===== src/rtl/f2x_pkg.sv =====
package f2x_pkg;
    localparam int EXP_W  = 8;
    localparam int FRAC_W = 23;
    localparam int SIG_W  = FRAC_W + 1;
    localparam int BIAS   = 127;
    localparam int OUT_W  = 32;
    localparam int HALF_W = 16;
    localparam int MAX_FB = 32;
    localparam int FB_W   = 6;
    localparam int SH_W   = 10;
    // Magnitudes up to 2^33 must be representable for the clamp compare.
    localparam int MAG_W  = OUT_W + 2;
    // Left shifts at or beyond this always exceed every range.
    localparam int BIG_SH = OUT_W - SIG_W + 1;
    // Right-shift window: significand plus enough room for guard/sticky.
    localparam int RWIN   = 40;
    localparam int ZBIAS  = BIAS + FRAC_W;

    typedef enum logic [1:0] {
        RM_NEAR = 2'd0,
        RM_UP   = 2'd1,
        RM_DOWN = 2'd2,
        RM_ZERO = 2'd3
    } rmode_e;

    typedef enum logic [2:0] {
        K_ZERO, K_SUB, K_NORM, K_INF, K_NAN
    } kind_e;

    typedef struct packed {
        logic             vld;
        logic [OUT_W-1:0] data;
        logic             inv;
        logic             inx;
    } stage_t;
endpackage


===== src/rtl/f2x_unpack.sv =====
module f2x_unpack
    import f2x_pkg::*;
(
    input  logic [OUT_W-1:0]       bits_i,
    input  logic [FB_W-1:0]        fbits_i,
    output kind_e                  kind_o,
    output logic                   neg_o,
    output logic [SIG_W-1:0]       sig_o,
    output logic signed [SH_W-1:0] shift_o
);
    logic [EXP_W-1:0]  exp_f;
    logic [FRAC_W-1:0] frac_f;
    logic [FB_W-1:0]   fb_c;

    always_comb begin
        exp_f  = bits_i[FRAC_W +: EXP_W];
        frac_f = bits_i[FRAC_W-1:0];
        neg_o  = bits_i[OUT_W-1];
        fb_c   = (fbits_i > FB_W'(MAX_FB)) ? FB_W'(MAX_FB) : fbits_i;
        sig_o  = {1'b1, frac_f};
        // Exponent of the integer significand's LSB after scaling by 2^fb.
        shift_o = $signed(SH_W'(exp_f)) + $signed(SH_W'(fb_c)) - SH_W'(ZBIAS);
        if (exp_f == '1)
            kind_o = (frac_f != '0) ? K_NAN : K_INF;
        else if (exp_f == '0)
            kind_o = (frac_f != '0) ? K_SUB : K_ZERO;
        else
            kind_o = K_NORM;
    end
endmodule


===== src/rtl/f2x_round.sv =====
module f2x_round
    import f2x_pkg::*;
(
    input  logic [SIG_W-1:0]       sig_i,
    input  logic signed [SH_W-1:0] shift_i,
    input  logic                   neg_i,
    input  rmode_e                 mode_i,
    output logic [MAG_W-1:0]       mag_o,
    output logic                   big_o,
    output logic                   lost_o
);
    localparam int WIDE_W = SIG_W + RWIN;

    logic [SH_W-1:0]   rsh;
    logic [5:0]        rc;
    logic [WIDE_W-1:0] wide;
    logic [SIG_W-1:0]  ipart;
    logic              rnd, stk, inc;

    always_comb begin
        big_o  = 1'b0;
        mag_o  = '0;
        lost_o = 1'b0;
        rsh    = SH_W'(-shift_i);
        rc     = (rsh > SH_W'(RWIN)) ? 6'(RWIN) : rsh[5:0];
        wide   = {sig_i, {RWIN{1'b0}}} >> rc;
        ipart  = wide[WIDE_W-1 -: SIG_W];
        rnd    = wide[RWIN-1];
        stk    = |wide[RWIN-2:0];
        unique case (mode_i)
            RM_NEAR: inc = rnd & (stk | ipart[0]);
            RM_UP:   inc = ~neg_i & (rnd | stk);
            RM_DOWN: inc = neg_i & (rnd | stk);
            default: inc = 1'b0;
        endcase
        if (shift_i >= $signed(SH_W'(BIG_SH))) begin
            big_o = 1'b1;
        end else if (shift_i >= 0) begin
            mag_o = MAG_W'(sig_i) << shift_i[3:0];
        end else begin
            lost_o = rnd | stk;
            mag_o  = MAG_W'(ipart) + MAG_W'(inc);
        end
    end
endmodule


===== src/rtl/f2x_clamp.sv =====
module f2x_clamp
    import f2x_pkg::*;
(
    input  kind_e            kind_i,
    input  logic             neg_i,
    input  logic [MAG_W-1:0] mag_i,
    input  logic             big_i,
    input  logic             lost_i,
    input  logic             signed_i,
    input  logic             half_i,
    output logic [OUT_W-1:0] data_o,
    output logic             inv_o,
    output logic             inx_o
);
    localparam logic [MAG_W-1:0] S16_NEG = MAG_W'(1) << (HALF_W - 1);
    localparam logic [MAG_W-1:0] S32_NEG = MAG_W'(1) << (OUT_W - 1);
    localparam logic [MAG_W-1:0] U16_POS = (MAG_W'(1) << HALF_W) - 1;
    localparam logic [MAG_W-1:0] U32_POS = (MAG_W'(1) << OUT_W) - 1;

    logic [MAG_W-1:0] lim_pos, lim_neg;
    logic             over;

    always_comb begin
        if (signed_i) begin
            lim_neg = half_i ? S16_NEG : S32_NEG;
            lim_pos = lim_neg - 1'b1;
        end else begin
            lim_neg = '0;
            lim_pos = half_i ? U16_POS : U32_POS;
        end
        over   = big_i | (kind_i == K_INF);
        data_o = '0;
        inv_o  = 1'b0;
        inx_o  = 1'b0;
        unique case (kind_i)
            K_NAN:  inv_o = 1'b1;
            K_ZERO: inv_o = 1'b0;
            K_SUB:  inx_o = 1'b1;
            default: begin
                if (neg_i) begin
                    if (over || mag_i > lim_neg) begin
                        data_o = OUT_W'(0) - lim_neg[OUT_W-1:0];
                        inv_o  = 1'b1;
                    end else begin
                        data_o = OUT_W'(0) - mag_i[OUT_W-1:0];
                        inx_o  = lost_i;
                    end
                end else begin
                    if (over || mag_i > lim_pos) begin
                        data_o = lim_pos[OUT_W-1:0];
                        inv_o  = 1'b1;
                    end else begin
                        data_o = mag_i[OUT_W-1:0];
                        inx_o  = lost_i;
                    end
                end
            end
        endcase
    end

    // a clamped result never also reports inexact.
    always_comb begin
        a_r7_clamp_no_inexact: assert (!(inv_o && inx_o))
            else $error("clamp raised both flags");
    end
endmodule


===== src/rtl/f2x_convert.sv =====
module f2x_convert
    import f2x_pkg::*;
(
    input  logic             clk,
    input  logic             rst_n,
    input  logic             in_valid,
    input  logic [31:0]      in_bits,
    input  logic             in_signed,
    input  logic             in_half,
    input  logic [5:0]       in_fbits,
    input  logic             in_force_rz,
    input  logic [1:0]       in_rmode,
    output logic             out_valid,
    output logic [31:0]      out_data,
    output logic             out_invalid,
    output logic             out_inexact
);
    kind_e                  kind;
    logic                   neg;
    logic [SIG_W-1:0]       sig;
    logic signed [SH_W-1:0] shift;
    rmode_e                 mode;
    logic [MAG_W-1:0]       mag;
    logic                   big, lost;
    logic [OUT_W-1:0]       cl_data;
    logic                   cl_inv, cl_inx;
    stage_t                 st_d, st_q;

    assign mode = in_force_rz ? RM_ZERO : rmode_e'(in_rmode);

    f2x_unpack u_unpack (
        .bits_i (in_bits),
        .fbits_i(in_fbits),
        .kind_o (kind),
        .neg_o  (neg),
        .sig_o  (sig),
        .shift_o(shift)
    );

    f2x_round u_round (
        .sig_i  (sig),
        .shift_i(shift),
        .neg_i  (neg),
        .mode_i (mode),
        .mag_o  (mag),
        .big_o  (big),
        .lost_o (lost)
    );

    f2x_clamp u_clamp (
        .kind_i  (kind),
        .neg_i   (neg),
        .mag_i   (mag),
        .big_i   (big),
        .lost_i  (lost),
        .signed_i(in_signed),
        .half_i  (in_half),
        .data_o  (cl_data),
        .inv_o   (cl_inv),
        .inx_o   (cl_inx)
    );

    always_comb begin
        st_d     = st_q;
        st_d.vld = in_valid;
        st_d.inv = 1'b0;
        st_d.inx = 1'b0;
        if (in_valid) begin
            st_d.data = cl_data;
            st_d.inv  = cl_inv;
            st_d.inx  = cl_inx;
        end
    end

    always_ff @(posedge clk) begin
        if (!rst_n) st_q <= '0;
        else        st_q <= st_d;
    end

    assign out_valid   = st_q.vld;
    assign out_data    = st_q.data;
    assign out_invalid = st_q.inv;
    assign out_inexact = st_q.inx;

    a_r12_valid_follows: assert property (@(posedge clk) disable iff (!rst_n)
        in_valid |=> out_valid);
    a_r12_idle_follows: assert property (@(posedge clk) disable iff (!rst_n)
        !in_valid |=> !out_valid);
    a_r12_flags_quiet: assert property (@(posedge clk) disable iff (!rst_n)
        !out_valid |-> (!out_invalid && !out_inexact));
    a_r12_data_hold: assert property (@(posedge clk) disable iff (!rst_n)
        !in_valid |=> $stable(out_data));
    a_r6_no_double_flag: assert property (@(posedge clk) disable iff (!rst_n)
        out_invalid |-> !out_inexact);
    a_r4_nan_zero: assert property (@(posedge clk) disable iff (!rst_n)
        (in_valid && in_bits[30:23] == 8'hFF && in_bits[22:0] != '0)
        |=> (out_invalid && out_data == '0));
    a_r11_sign_ext: assert property (@(posedge clk) disable iff (!rst_n)
        (in_valid && in_half && in_signed)
        |=> (out_data[31:16] == {16{out_data[15]}}));
    a_r11_zero_ext: assert property (@(posedge clk) disable iff (!rst_n)
        (in_valid && in_half && !in_signed) |=> (out_data[31:16] == '0));
endmodule


===== config.mk =====
export PLATFORM = sky130hd
export DESIGN_NAME = f2x_convert
export DESIGN_NICKNAME = d
export VERILOG_FILES = /design/src/rtl/f2x_pkg.sv /design/src/rtl/f2x_unpack.sv /design/src/rtl/f2x_round.sv /design/src/rtl/f2x_clamp.sv /design/src/rtl/f2x_convert.sv
export SDC_FILE = /design/constraint.sdc
export NUM_CORES = 1
export LEC_CHECK = 0
export BUFFER_PORTS_ARGS = -buffer_cell sky130_fd_sc_hd__buf_4
export CORE_AREA = 3 3 146 205
export CTS_BUF_LIST = sky130_fd_sc_hd__clkbuf_4
export CTS_CLUSTER_DIAMETER = 150
export CTS_CLUSTER_SIZE = 8
export DETAILED_ROUTE_END_ITERATION = 16
export DIE_AREA = 0 0 149 208
export PLACE_DENSITY = 0.48
export SLEW_MARGIN = 20
export SYNTH_ARGS = -nofsm -noshare
export SYNTH_HDL_FRONTEND = slang
export SYNTH_SLANG_ARGS = --single-unit

===== constraint.sdc =====
create_clock -name clk -period 14.52 [get_ports clk]
set_input_delay 2.904 -clock clk [delete_from_list [all_inputs] [get_ports clk]]
set_output_delay 2.904 -clock clk [all_outputs]
set_load 0.005 [all_outputs]

Word-level counts from Yosys, hierarchy flattened
Cells that the tools add are included.
- register bits: 35
- input bits: 46
- output and inout port bits: 35
- logic and storage cells: 72
- add/subtract/negate cells: 7
- magnitude comparators: 6
- equality and inequality tests: 6
- shift operators: 2
- multiplexer cells: 29
- bitwise operators: 7
- reduce and logical (&&, ||, !) cells: 11
- operator list (cell ; number):
    32-bit two-way mux ; 6
    34-bit two-way mux ; 4
    34-bit > comparator ; 2
    64-bit by 6-bit >> shifter with 64-bit output ; 1
    1-bit by 32-bit subtractor with 32-bit output, first input constant ; 2
    39-bit OR reduction ; 1
    24-bit by 4-bit << shifter with 34-bit output ; 1
    34-bit by 1-bit subtractor with 34-bit output, second input constant ; 1
    24-bit by 1-bit adder with 25-bit output ; 1
    23-bit nonzero test ; 1
    6-bit two-way mux ; 2
    10-bit by 1-bit >= comparator with 1-bit output, second input constant ; 1
    10-bit by 5-bit >= comparator with 1-bit output, second input constant ; 1
    10-bit by 6-bit > comparator with 1-bit output, second input constant ; 1
    1-bit two-way mux ; 10
    10-bit negation ; 1
    9-bit by 8-bit subtractor with 10-bit output, second input constant ; 1
    8-bit by 6-bit adder with 9-bit output ; 1
    3-bit two-way mux ; 3
    8-bit == test, second input constant ; 1
    8-bit zero test ; 1
    6-bit > comparator, second input constant ; 1
    1-bit one-hot mux with 2 select lines ; 2
    2-bit OR reduction ; 2
    other kinds (15) ; 20

Longest topological paths before layout
Gate-level depths: netlist (run 1).
- depth after elaboration: 20
- mapped depth: 52
- gate-level depth less buffers: 47

Cells and area by module
From an unflattened synthesis (run 1), not the netlist that was laid out.
- cell total of the unflattened synthesis: 1266
- area, all modules: 8644.5 µm²
- modules (own cells, without submodules) (module ; instances ; cells an instance ; area an instance (µm²) ; sequential area each (µm²)):
    f2x_round ; 1 ; 736 ; 4636.9 ; 0.0
    f2x_clamp ; 1 ; 316 ; 1940.6 ; 0.0
    f2x_convert ; 1 ; 111 ; 1335.0 ; 700.7
    f2x_unpack ; 1 ; 103 ; 732.0 ; 0.0

Worst setup path before layout (run 1)
No wires, ideal clock.
- path type: in2reg
- from: input in_fbits[5]
- to: register st_q (netlist bit out_data[28])
- setup time: 122 ps
- arrival: 12971 ps
- required time: 14398 ps
- setup slack: 1427 ps
- stages: 51
- path buffers: 8
- cells stage by stage: inv_1 > nand2_1 > ha_1 > inv_1 > ha_1 > clkbuf_1 > buf_1 > clkbuf_1 > inv_1 > ha_1 > nor3_1 > xnor2_1 > o22ai_1 > nand3b_1 > and3_1 > buf_2 > buf_1 > nand4_1 > [15 not listed] > inv_1 > or4_1 > xor2_1 > a31oi_1 > or4b_4 > nand4bb_4 > a221oi_4 > buf_6 > buf_4 > nand2_1 > ha_1 > nand3_1 > or3_1 > clkbuf_1 > nor4_1 > xnor2_1 > a21oi_1 > a221o_1
- longest elaborated chain between the ends: 20
- elaborated cells on any way between the ends: 32
- those cells by class: 5 x add/sub; 6 x order compare; 2 x shift; 10 x mux; 6 x bitwise; 3 x reduce/logical
- ends and longest elaborated chain (item ; line ; RTL):
    start: declaration ; f2x_convert.sv:10 ; input logic [5:0] in_fbits,
    6-bit > comparator ; f2x_unpack.sv:19 ; fb_c = (fbits_i > FB_W'(MAX_FB)) ? FB_W'(MAX_FB) : fbits_i;
    6-bit two-way mux (*) ; f2x_unpack.sv:19 ;
    8-bit by 6-bit adder with 9-bit output (*) ; f2x_unpack.sv:22 ; shift_o = $signed(SH_W'(exp_f)) + $signed(SH_W'(fb_c)) - SH_W'(ZBIAS);
    9-bit by 8-bit subtractor with 10-bit output (*) ; f2x_unpack.sv:22 ;
    10-bit negation ; f2x_round.sv:24 ; rsh = SH_W'(-shift_i);
    10-bit by 6-bit > comparator with 1-bit output ; f2x_round.sv:25 ; rc = (rsh > SH_W'(RWIN)) ? 6'(RWIN) : rsh[5:0];
    6-bit two-way mux ; f2x_round.sv:25 ;
    64-bit by 6-bit >> shifter with 64-bit output ; f2x_round.sv:26 ; wide = {sig_i, {RWIN{1'b0}}} >> rc;
    [4 not listed] ; - ;
    24-bit by 1-bit adder with 25-bit output ; f2x_round.sv:42 ; mag_o = MAG_W'(ipart) + MAG_W'(inc);
    34-bit two-way mux ; f2x_round.sv:38 ; end else if (shift_i >= 0) begin
    34-bit two-way mux ; f2x_round.sv:36 ; if (shift_i >= $signed(SH_W'(BIG_SH))) begin
    34-bit > comparator, on equally long branches ; f2x_clamp.sv:49, f2x_clamp.sv:41 ;
    1-bit logical OR, on equally long branches ; f2x_clamp.sv:49, f2x_clamp.sv:41 ;
    32-bit two-way mux, on equally long branches ; f2x_clamp.sv:49, f2x_clamp.sv:41 ;
    32-bit two-way mux (*) ; f2x_clamp.sv:40 ; if (neg_i) begin
    32-bit two-way mux (*) ; f2x_clamp.sv:35 ; unique case (kind_i)
    end signal: assignment ; f2x_convert.sv:77 ; else st_q <= st_d;
    end: declaration ; f2x_convert.sv:27 ; stage_t st_d, st_q;
Mark *: on every way between the ends. The rest lies on a longest branch, timed or not.
A chain may end at the register's enable or synchronous reset.

Final worst setup path (run 1)
- from: input in_fbits[5]
- to: register st_q (netlist bit out_data[14])
The elaborated chain is that of the path after synthesis.

==> results of run 1 <==
==> per-layer routing <==
metal	share of wire, %	vias to the layer above	global-route usage (%)
li1	-	5156	-
met1	38	5222	31.6
met2	50	491	47.4
met3	5.4	138	2.57
met4	6.8	0	15.3
met5	0	-	0
==> area by class of cell <==
class	instances	area, um2
Fill cell	3132	18200
Multi-Input combinational cell	1152	7730
Timing Repair Buffer	127	953
Sequential cell	35	701
Tap cell	375	469
Inverter	51	191
Clock inverter	3	38.8
Clock buffer	5	37.5
Antenna cell	1	2.50
==> cell usage in the layout, fill, tap and decap left out, types with 8 or more instances in the layout <==
cell	count
buf_4	127
a211oi_1	26
nand4_1	28
o22ai_1	11
ha_1	42
a31oi_1	27
xor2_1	10
o2111ai_1	8
xnor2_1	22
mux2_2	10
nor4_1	23
o211ai_1	30
nor3_1	37
a22oi_1	9
o21ai_0	59
inv_1	49
a21oi_1	114
or4_1	10
nand3_1	48
nand2b_1	8
a21o_1	15
nand2_1	142
a21boi_0	10
o21a_1	9
dfxtp_1	35
a211o_1	13
nor2b_1	12
o21ai_1	10
mux2i_1	48
or3_1	10
o2bb2ai_1	8
and3_1	22
nor2_1	147
and2_1	17
==> stage by stage <==
step / area [um2] / total power [mW] / hold WS [ns]
5_1_grt: 10100 / 1.04 / 0.476
3_5_place_dp: 10000 / 0.882 / 0.445
3_3_place_gp: 10000 / 0.887 / 0.441
4_1_cts: 10100 / 0.957 / 0.467
2_1_floorplan: 9010 / 0.648 / 0.446
6_report: 10100 / 0.970 / 0.466
==> path summary, 6_finish.rpt <==
path	startpoint	endpoint	slack, ns	cells past startpoint
max	in_fbits[5]	out_data[14]	1.00	47
min	out_data[7]	out_data[7]	0.47	2
max reg2reg	out_data[28]	out_data[28]	13.79	1
min reg2reg	out_data[7]	out_data[7]	0.47	2
==> power by group <==
part / internal, mW / switching (mW) / total (mW)
Sequential: 0.107 / 0.00609 / 0.113
Clock: 0.0354 / 0.0378 / 0.0732
Combinational: 0.267 / 0.517 / 0.784
==> cell families (layout without fill, tap and decap cells) <==
logic type                 count (synthesis)  after routing  share of synthesized area (%)
and+or+nand+nor                          553            553                           31.3
buffers and inverters                    150            186                           6.88
adders and majority gates                 44             44                           6.19
muxes                                     64             64                           7.95
AOI/OAI and AO/OA                        451            451                           35.1
other                                      0              1                              0
xor gates and xnor gates                  40             40                           4.80
DFF                                       35             35                           7.77
==> sequential cells by signal, summed over array words and instances, names as in the netlist <==
register	count
out_invalid	1
out_inexact	1
out_valid	1
out_data	32
==> summary.md, run 1 <==
| Metric | Value |
|---|---|
| Routed WL per cell | `around 25 um` |
| Main synth FF type | `dfxtp_1` |
| Synth Instances | `between 1000 and 1500` |
| Die W | `approximately 150 um` |
| H-tree depth | `2` |
| EDFF count, synth | `0` |
| Crit path max-delay family | `compound AO/OA/AOI/OAI gates` |
| Grt ovf | `0` |
| Largest area contributor in the netlist | `dfxtp_1` |
| Final Critical Period | `approximately 14 ns` |
| Crit path launch type | `primary input` |
| Post-DP HPWL | `about 35000 um` |
| Clk pin slew, worst setup/hold paths | `0.12 ns` |
| Clock skew | `0 ns` |
| CTS Root Cell | `clkbuf_4` |
| Initial antenna violation count | `1` |
| Std cell rows | `73` |
| Setup WS pre-CTS | `0.794 ns` |
| Fmax | `~74 MHz` |
| Unique masters post-synth | `between 100 and 150` |
| Nets | `1462` |
| Share of synthesized registers carrying an async set or reset | `0%` |
| Clk sinks | `35` |
| Max-cap violations | `0` |
| Max incr delay on CP | `0.67 ns` |
| Worst rel slew slack | `between 20 and 30%` |
| Worst EP arrival | `roughly 14 ns` |
| Mapped Nets | `1427` |
| Total track usage | `between 20% and 30%` |
| Cell with the most instances after synthesis | `nor2_1` |
| CTS Buf Count | `5` |
| I/O Pins | `slightly above 80` |
| WL final | `between 40000 and 50000 um` |
| Setup ws final | `1.00 ns` |
| Core ar. | `roughly 0.028 mm2` |
| PortBufs | `80` |
| Synth-to-Final Area Change | `12.3%` |
| Hold WC Path Type | `reg2reg` |
| Top-area cell type share of the netlist area | `around 7.8%` |
| Initial drt markers | `951` |
| Proportion of layout cells with a drive suffix above 1 | `about 15%` |
| Post-CTS Setup Inserts | `0` |
| DR DRC count | `0` |
| Global-route wire length before repair | `around 66000 um` |
| Cell area after synthesis | `~0.009 mm2` |
| Post-synth top cells | `nor2_1, nand2_1, a21oi_1, clkbuf_1, o21ai_0` |
| Outcome | `completed` |
| Slowest CP cell | `nor2_1` |
| Vias per cell | `roughly 6.3` |
| Synth Warn # | `0` |
| Vias in the first global route | `about 11000` |
| Final hold viol count | `0` |
| CP Data Required Time | `between 10 and 15 ns` |
| Routed Antenna Nets | `0` |
| Largest net degree at the start of global routing | `between 70 and 80` |
| Post-synthesis sequential area ratio | `7.77%` |
| Top cells by area, synth | `dfxtp_1, a21oi_1, nor2_1, ha_1, nand2_1` |
| Pwr Density | `around 96 mW/mm2` |
| Synth Area per Inst | `approximately 6.7 um2` |
| Crit path kind | `in2reg` |
| Worst Path Max Fanout | `29` |
| Crit path capture type | `flop` |
| Initial DRT Pass Iterations | `6` |
| Post-CTS Resized | `0` |
| Final Max Tran Viols | `0` |
| #FFs+latches synth | `35` |
| RSZ-0062 raised after global routing | `false` |
| Buffers plus inverters on the worst setup path | `9` |
| Clock Tree Buf Depth | `2` |
| Pleak | `about 4.2 nW` |
| Worst vdd ir | `0.0574 mV` |
| Total negative slack | `0 ns` |
| Worst-Margin Slew | `around 1.1 ns` |
| Final Non-Filler Cells | `1749` |
| Setup Viol. Count Final | `0` |
| CTS tree | `done` |
| Die ar. | `0.0310 mm2` |
| Period utilization | `slightly above 90%` |
| Worst skew pair latency | `between 0.3 and 0.4 ns` |
| DR vias | `about 11000` |
| Core Util, Final | `~36%` |
| DIE HEIGHT | `~210 um` |
| GP Congestion | `1.03` |
| Initial core utilization | `approximately a third` |
| Cts hold-fix bufs | `0` |
| Placed insts | `between 1500 and 2000` |
Power figures use the tool's default switching activity.
==> inputs of run 2 (changes only) <==
--- a/config.mk
+++ b/config.mk
@@ -13,7 +13,7 @@
 export DETAILED_ROUTE_END_ITERATION = 16
 export DIE_AREA = 0 0 149 208
 export PLACE_DENSITY = 0.48
-export SLEW_MARGIN = 20
+export RECOVER_POWER = 50
 export SYNTH_ARGS = -nofsm -noshare
 export SYNTH_HDL_FRONTEND = slang
 export SYNTH_SLANG_ARGS = --single-unit
==> run 2 against run 1 <==
  * Non-clock buffer count unchanged
  * First-iteration DRC count down 0.84%
  * Sequential power about the same
  * Die area unchanged
  * Combinational power about the same
  * Register-to-register slack about the same
  * Worst hold slack worse by 0.0037 ns
  * Clock power up 0.5%
  * Critical path type unchanged
  * Clock-buffer cell count unchanged
  * Flip-flop and latch count unchanged
  * Via count up 0.61%
==> summary.md, run 2 (synthesis gave the netlist of run 1 again) <==
| Metric | Value |
|---|---|
| Outcome | `completed` |
| Clk sinks | `35` |
| Grt ovf | `0` |
| Routed Antenna Nets | `0` |
| Setup ws final | `1.00 ns` |
| Clock skew | `0 ns` |
| Largest net degree at the start of global routing | `77` |
| CP Data Required Time | `about 15 ns` |
| WL final | `43300 um` |
| Setup WS pre-CTS | `0.798 ns` |
| Fill cells | `between 3000 and 4000` |
| Worst Path Max Fanout | `19` |
| Core ar. | `0.0283 mm2` |
| DR DRC count | `0` |
| Final Non-Filler Cells | `about 1700` |
| Cts hold-fix bufs | `0` |
| Pwr Density | `96.2 mW/mm2` |
| Nets | `1462` |
| CP most frequent cell | `ha_1` |
| Clock Tree Buf Depth | `2` |
| CTS tree | `done` |
| GP Congestion | `1.03` |
| Worst skew pair latency | `about 0.36 ns` |
| Fmax | `about 74 MHz` |
| Most frequent cells in the layout | `nor2_1, nand2_1, a21oi_1` |
| Worst rel slew slack | `between 10% and 20%` |
| Post-DP HPWL | `about 35000 um` |
| CTS Buf Count | `5` |
| DR vias | `11100` |
| PortBufs | `80` |
| Total track usage | `a little over a quarter` |
| Vias per cell | `6.33` |
| Post-CTS Setup Inserts | `0` |
| Vias in the first global route | `about 11000` |
| Std cell rows | `73` |
| Core Util, Final | `35.7%` |
| Clk pin slew, worst setup/hold paths | `between 0.1 and 0.15 ns` |
| Crit path kind | `in2reg` |
| Initial antenna violation count | `1` |
| Final Max Tran Viols | `0` |
| Proportion of layout cells with a drive suffix above 1 | `about 14%` |
| Initial core utilization | `31.8%` |
| I/O Pins | `between 80 and 90` |
| Initial drt markers | `943` |
| Max incr delay on CP | `a little under 0.7 ns` |
| Global-route wire length before repair | `66000 um` |
| Crit path capture type | `flop` |
| Placed Area | `about 0.010 mm2` |
| Total negative slack | `0 ns` |
| Buffers plus inverters on the worst setup path | `6` |
| Worst vdd ir | `between 0.05 and 0.06 mV` |
| Synth-to-Final Area Change | `12.0%` |
| Multi-input logic area | `about 0.0077 mm2` |
| Post-CTS Resized | `0` |
| Hold WC Path Type | `reg2reg` |
| Crit path max-delay family | `compound AO/OA/AOI/OAI gates` |
| Final Critical Period | `roughly 14 ns` |
| Initial DRT Pass Iterations | `6` |
| Die W | `between 100 and 150 um` |
| Design area | `between 0.01 and 0.015 mm2` |
| Routed WL per cell | `roughly 25 um` |
| Pleak | `roughly 4.2 nW` |
| DIE HEIGHT | `roughly 210 um` |
| Die ar. | `0.0310 mm2` |
| RSZ-0062 raised after global routing | `false` |
| Max-cap violations | `0` |
| H-tree depth | `2` |
| Register Area | `around 700 um2` |
| Crit path launch type | `primary input` |
| Max FFs per register | `32` |
| Worst EP arrival | `13.78 ns` |
| Setup Viol. Count Final | `0` |
| Placed insts | `roughly 1700` |
| Final hold viol count | `0` |
| Slowest CP cell | `a21oi_1` |
| Most common library cell in the layout ignoring fill and taps | `nor2_1` |
| Period utilization | `between 90% and 100%` |
| Worst-Margin Slew | `roughly 1.3 ns` |
| CTS Root Cell | `clkbuf_4` |
-- run 2: cell types whose count changed in the layout (fill, tap and decap cells not counted), sizes merged --
| cell | previous run | this run |
|---|---|---|
| buf | 127 | 92 |
| clkbuf | 5 | 40 |
-- run 2: layer usage --
layer / GRT usage (%) / up-vias / wire length (um)
li1: - / 5157 / -
met3: 2.29 / 144 / 2270
met5: 0 / - / 0
met2: 47.3 / 498 / 21400
met1: 31.8 / 5275 / 16600
met4: 15.4 / 0 / 2940
-- run 2: path summary, 6_finish.rpt --
kind	from	end	slack (ns)	cells past startpoint
setup reg to reg	out_data[28]	out_data[28]	13.80	1
hold reg to reg	out_data[4]	out_data[4]	0.46	2
setup / recovery	in_fbits[5]	out_data[14]	1.00	46
hold / removal	out_data[4]	out_data[4]	0.46	2
-- run 2: per-stage QoR --
| stage | hold slack, ns | total power, mW |
|---|---|---|
| 2_1_floorplan | 0.446 | 0.648 |
| 3_3_place_gp | 0.441 | 0.887 |
| 4_1_cts | 0.467 | 0.957 |
| 6_report | 0.463 | 0.971 |
| 5_1_grt | 0.474 | 1.04 |
| 3_5_place_dp | 0.445 | 0.881 |
-- run 2: where the power goes --
group	switching, mW	leakage (nW)	internal (mW)
Combinational	0.519	3.85	0.266
Clock	0.0382	0.0426	0.0354
Sequential	0.00591	0.287	0.107
-- run 2: area by class of cell --
class	instances	area share, %
timing repair buffer	127	9.33
antenna	1	0.0248
tap	375	4.65
clock buffer	5	0.372
sequential	35	6.94
clock inverter	3	0.384
multi-input combinational	1152	76.4
inverter	51	1.90
==> inputs of run 3 (changes only) <==
--- a/config.mk
+++ b/config.mk
@@ -13,7 +13,7 @@
 export DETAILED_ROUTE_END_ITERATION = 16
 export DIE_AREA = 0 0 149 208
 export PLACE_DENSITY = 0.48
-export RECOVER_POWER = 50
+export RECOVER_POWER = 25
 export SYNTH_ARGS = -nofsm -noshare
 export SYNTH_HDL_FRONTEND = slang
 export SYNTH_SLANG_ARGS = --single-unit
==> constraint.sdc (replaced) <==
create_clock -name clk -period 14.52 [get_ports clk]
set_input_delay 2.904 -clock clk [delete_from_list [all_inputs] [get_ports clk]]
set_output_delay 2.904 -clock clk [all_outputs]
set_load 0.1 [all_outputs]
==> run 3 against run 2 <==
  * Clock power about the same
  * Flip-flop and latch count unchanged
  * Sequential share of layout area about the same
  * Global-route usage unchanged
  * Highest routed layer unchanged
==> summary.md, run 3 (synthesis gave the netlist of run 1 again) <==
| Metric | Value |
|---|---|
| Vias in the first global route | `10800` |
| Worst vdd ir | `between 0.05 and 0.06 mV` |
| Std cell rows | `73` |
| Pwr Density | `~100 mW/mm2` |
| Design area | `between 0.01 and 0.015 mm2` |
| Hold WC Path Type | `reg2reg` |
| Fill cells | `~3100` |
| DR vias | `11100` |
| Reg-to-Reg Start | `out_data[28]` |
| Core Util, Final | `a little over a third` |
| Setup Viol. Count Final | `0` |
| Max incr delay on CP | `0.70 ns` |
| Placed Area | `between 0.01 and 0.015 mm2` |
| Met1 wire length | `roughly 17000 um` |
| Most common library cell in the layout ignoring fill and taps | `nor2_1` |
| Cts hold-fix bufs | `0` |
| Global-route wire length before repair | `66000 um` |
| Post-CTS Resized | `0` |
| Tot Pwr | `1.05 mW` |
| Final hold viol count | `0` |
| DR WL met2 | `~22000 um` |
| Outcome | `completed` |
| Setup ws final | `between 1 and 1.5 ns` |
| Initial DRT Pass Iterations | `6` |
| Period utilization | `92.8%` |
| Proportion of layout cells with a drive suffix above 1 | `between 10 and 15%` |
| Routed WL per cell | `24.8 um` |
| Fmax | `about 74 MHz` |
| Most frequent cells in the layout | `nor2_1, nand2_1, a21oi_1` |
| Worst Setup SP | `in_fbits[5]` |
| Clk sinks | `35` |
| Clk pin slew, worst setup/hold paths | `0.12 ns` |
| Max-cap violations | `0` |
| Crit path launch type | `primary input` |
| Die ar. | `a little over 0.03 mm2` |
| Worst-Margin Slew | `1.27 ns` |
| GP Congestion | `approximately 1.0` |
| Worst Path Max Fanout | `19` |
| Die W | `149 um` |
| H-tree depth | `2` |
| Final Critical Period | `between 10 and 15 ns` |
| DIE HEIGHT | `~210 um` |
| Register Area | `roughly 700 um2` |
| Worst skew pair latency | `approximately 0.36 ns` |
| Max FFs per register | `32` |
| Post-CTS Setup Inserts | `0` |
| Synth-to-Final Area Change | `11.4%` |
| CTS Root Cell | `clkbuf_4` |
| Hold Crit Start | `out_data[4]` |
| RSZ-0062 raised after global routing | `false` |
| Top Metal Used | `met4` |
| CP most frequent cell | `ha_1` |
| Initial drt markers | `1029` |
| Crit path capture type | `flop` |
| Crit path kind | `in2reg` |
| Initial core utilization | `a little under a third` |
| Multi-input logic area | `slightly below 0.008 mm2` |
| Routed Antenna Nets | `0` |
| CTS tree | `done` |
| Clock skew | `0 ns` |
| Total negative slack | `0 ns` |
| I/O Pins | `81` |
| Vias per cell | `roughly 6.3` |
| DR WL met3 | `roughly 2200 um` |
| Setup WS pre-CTS | `around 0.80 ns` |
| DR DRC count | `0` |
| Slowest CP cell | `a21oi_1` |
| CP Data Required Time | `around 15 ns` |
| WL final | `around 43000 um` |
| Pleak | `roughly 4.1 nW` |
| Worst EP arrival | `13.73 ns` |
| Grt ovf | `0` |
| Largest net degree at the start of global routing | `between 70 and 80` |
| Nets | `about 1500` |
| Core ar. | `~0.028 mm2` |
| Clock Tree Buf Depth | `2` |
| Total track usage | `27.0%` |
| Post-DP HPWL | `around 35000 um` |
| Initial antenna violation count | `1` |
| PortBufs | `80` |
| Worst rel slew slack | `13.7%` |
| Final Max Tran Viols | `0` |
| CTS Buf Count | `5` |
==> run 3: changes by cell type in the layout (fill, tap and decap cells not counted) <==
cell,before,now
clkbuf_4,37,5
clkbuf_1,3,17
buf_4,92,110
==> run 3: area by class of cell <==
class / count / area share (%)
multi-input combinational: 1152 / 76.8
timing repair buffer: 127 / 8.86
sequential: 35 / 6.98
tap: 375 / 4.67
inverter: 51 / 1.91
clock inverter: 3 / 0.386
clock buffer: 5 / 0.374
antenna: 1 / 0.0249
==> run 3: worst paths after layout <==
path                        to  slack (ns)  cells after the start
hold reg to reg    out_data[4]        0.46                      2
setup reg to reg  out_data[28]       13.79                      1
setup / recovery  out_data[14]        1.05                     46
hold / removal     out_data[4]        0.46                      2
==> run 3: metrics by stage <==
step           std cells  hold slack [ns]
3_5_place_dp        1740            0.445
6_report            1749            0.463
5_1_grt             1749            0.475
3_3_place_gp        1740            0.441
4_1_cts             1748            0.467
2_1_floorplan       1337            0.877
==> run 3: worst max-delay path: cells and delay by family <==
family                     cells  cell delay (ns)
xor gates and xnor gates       1             0.10
AOI/OAI and AO/OA             19             4.88
buffers and inverters          6             0.57
adders and majority gates      6             1.91
and+or+nand+nor               14             3.33
==> run 3: power breakdown <==
part	switching [mW]	internal, mW
combinational	0.596	0.264
sequential	0.00601	0.107
clock	0.0381	0.0354
total	0.640	0.406
==> run 3: layer usage <==
layer / GRT usage, % / vias to the layer above
li1: - / 5156
met1: 31.8 / 5238
met2: 47.3 / 521
met3: 2.29 / 136
met4: 15.4 / 0
met5: 0 / -
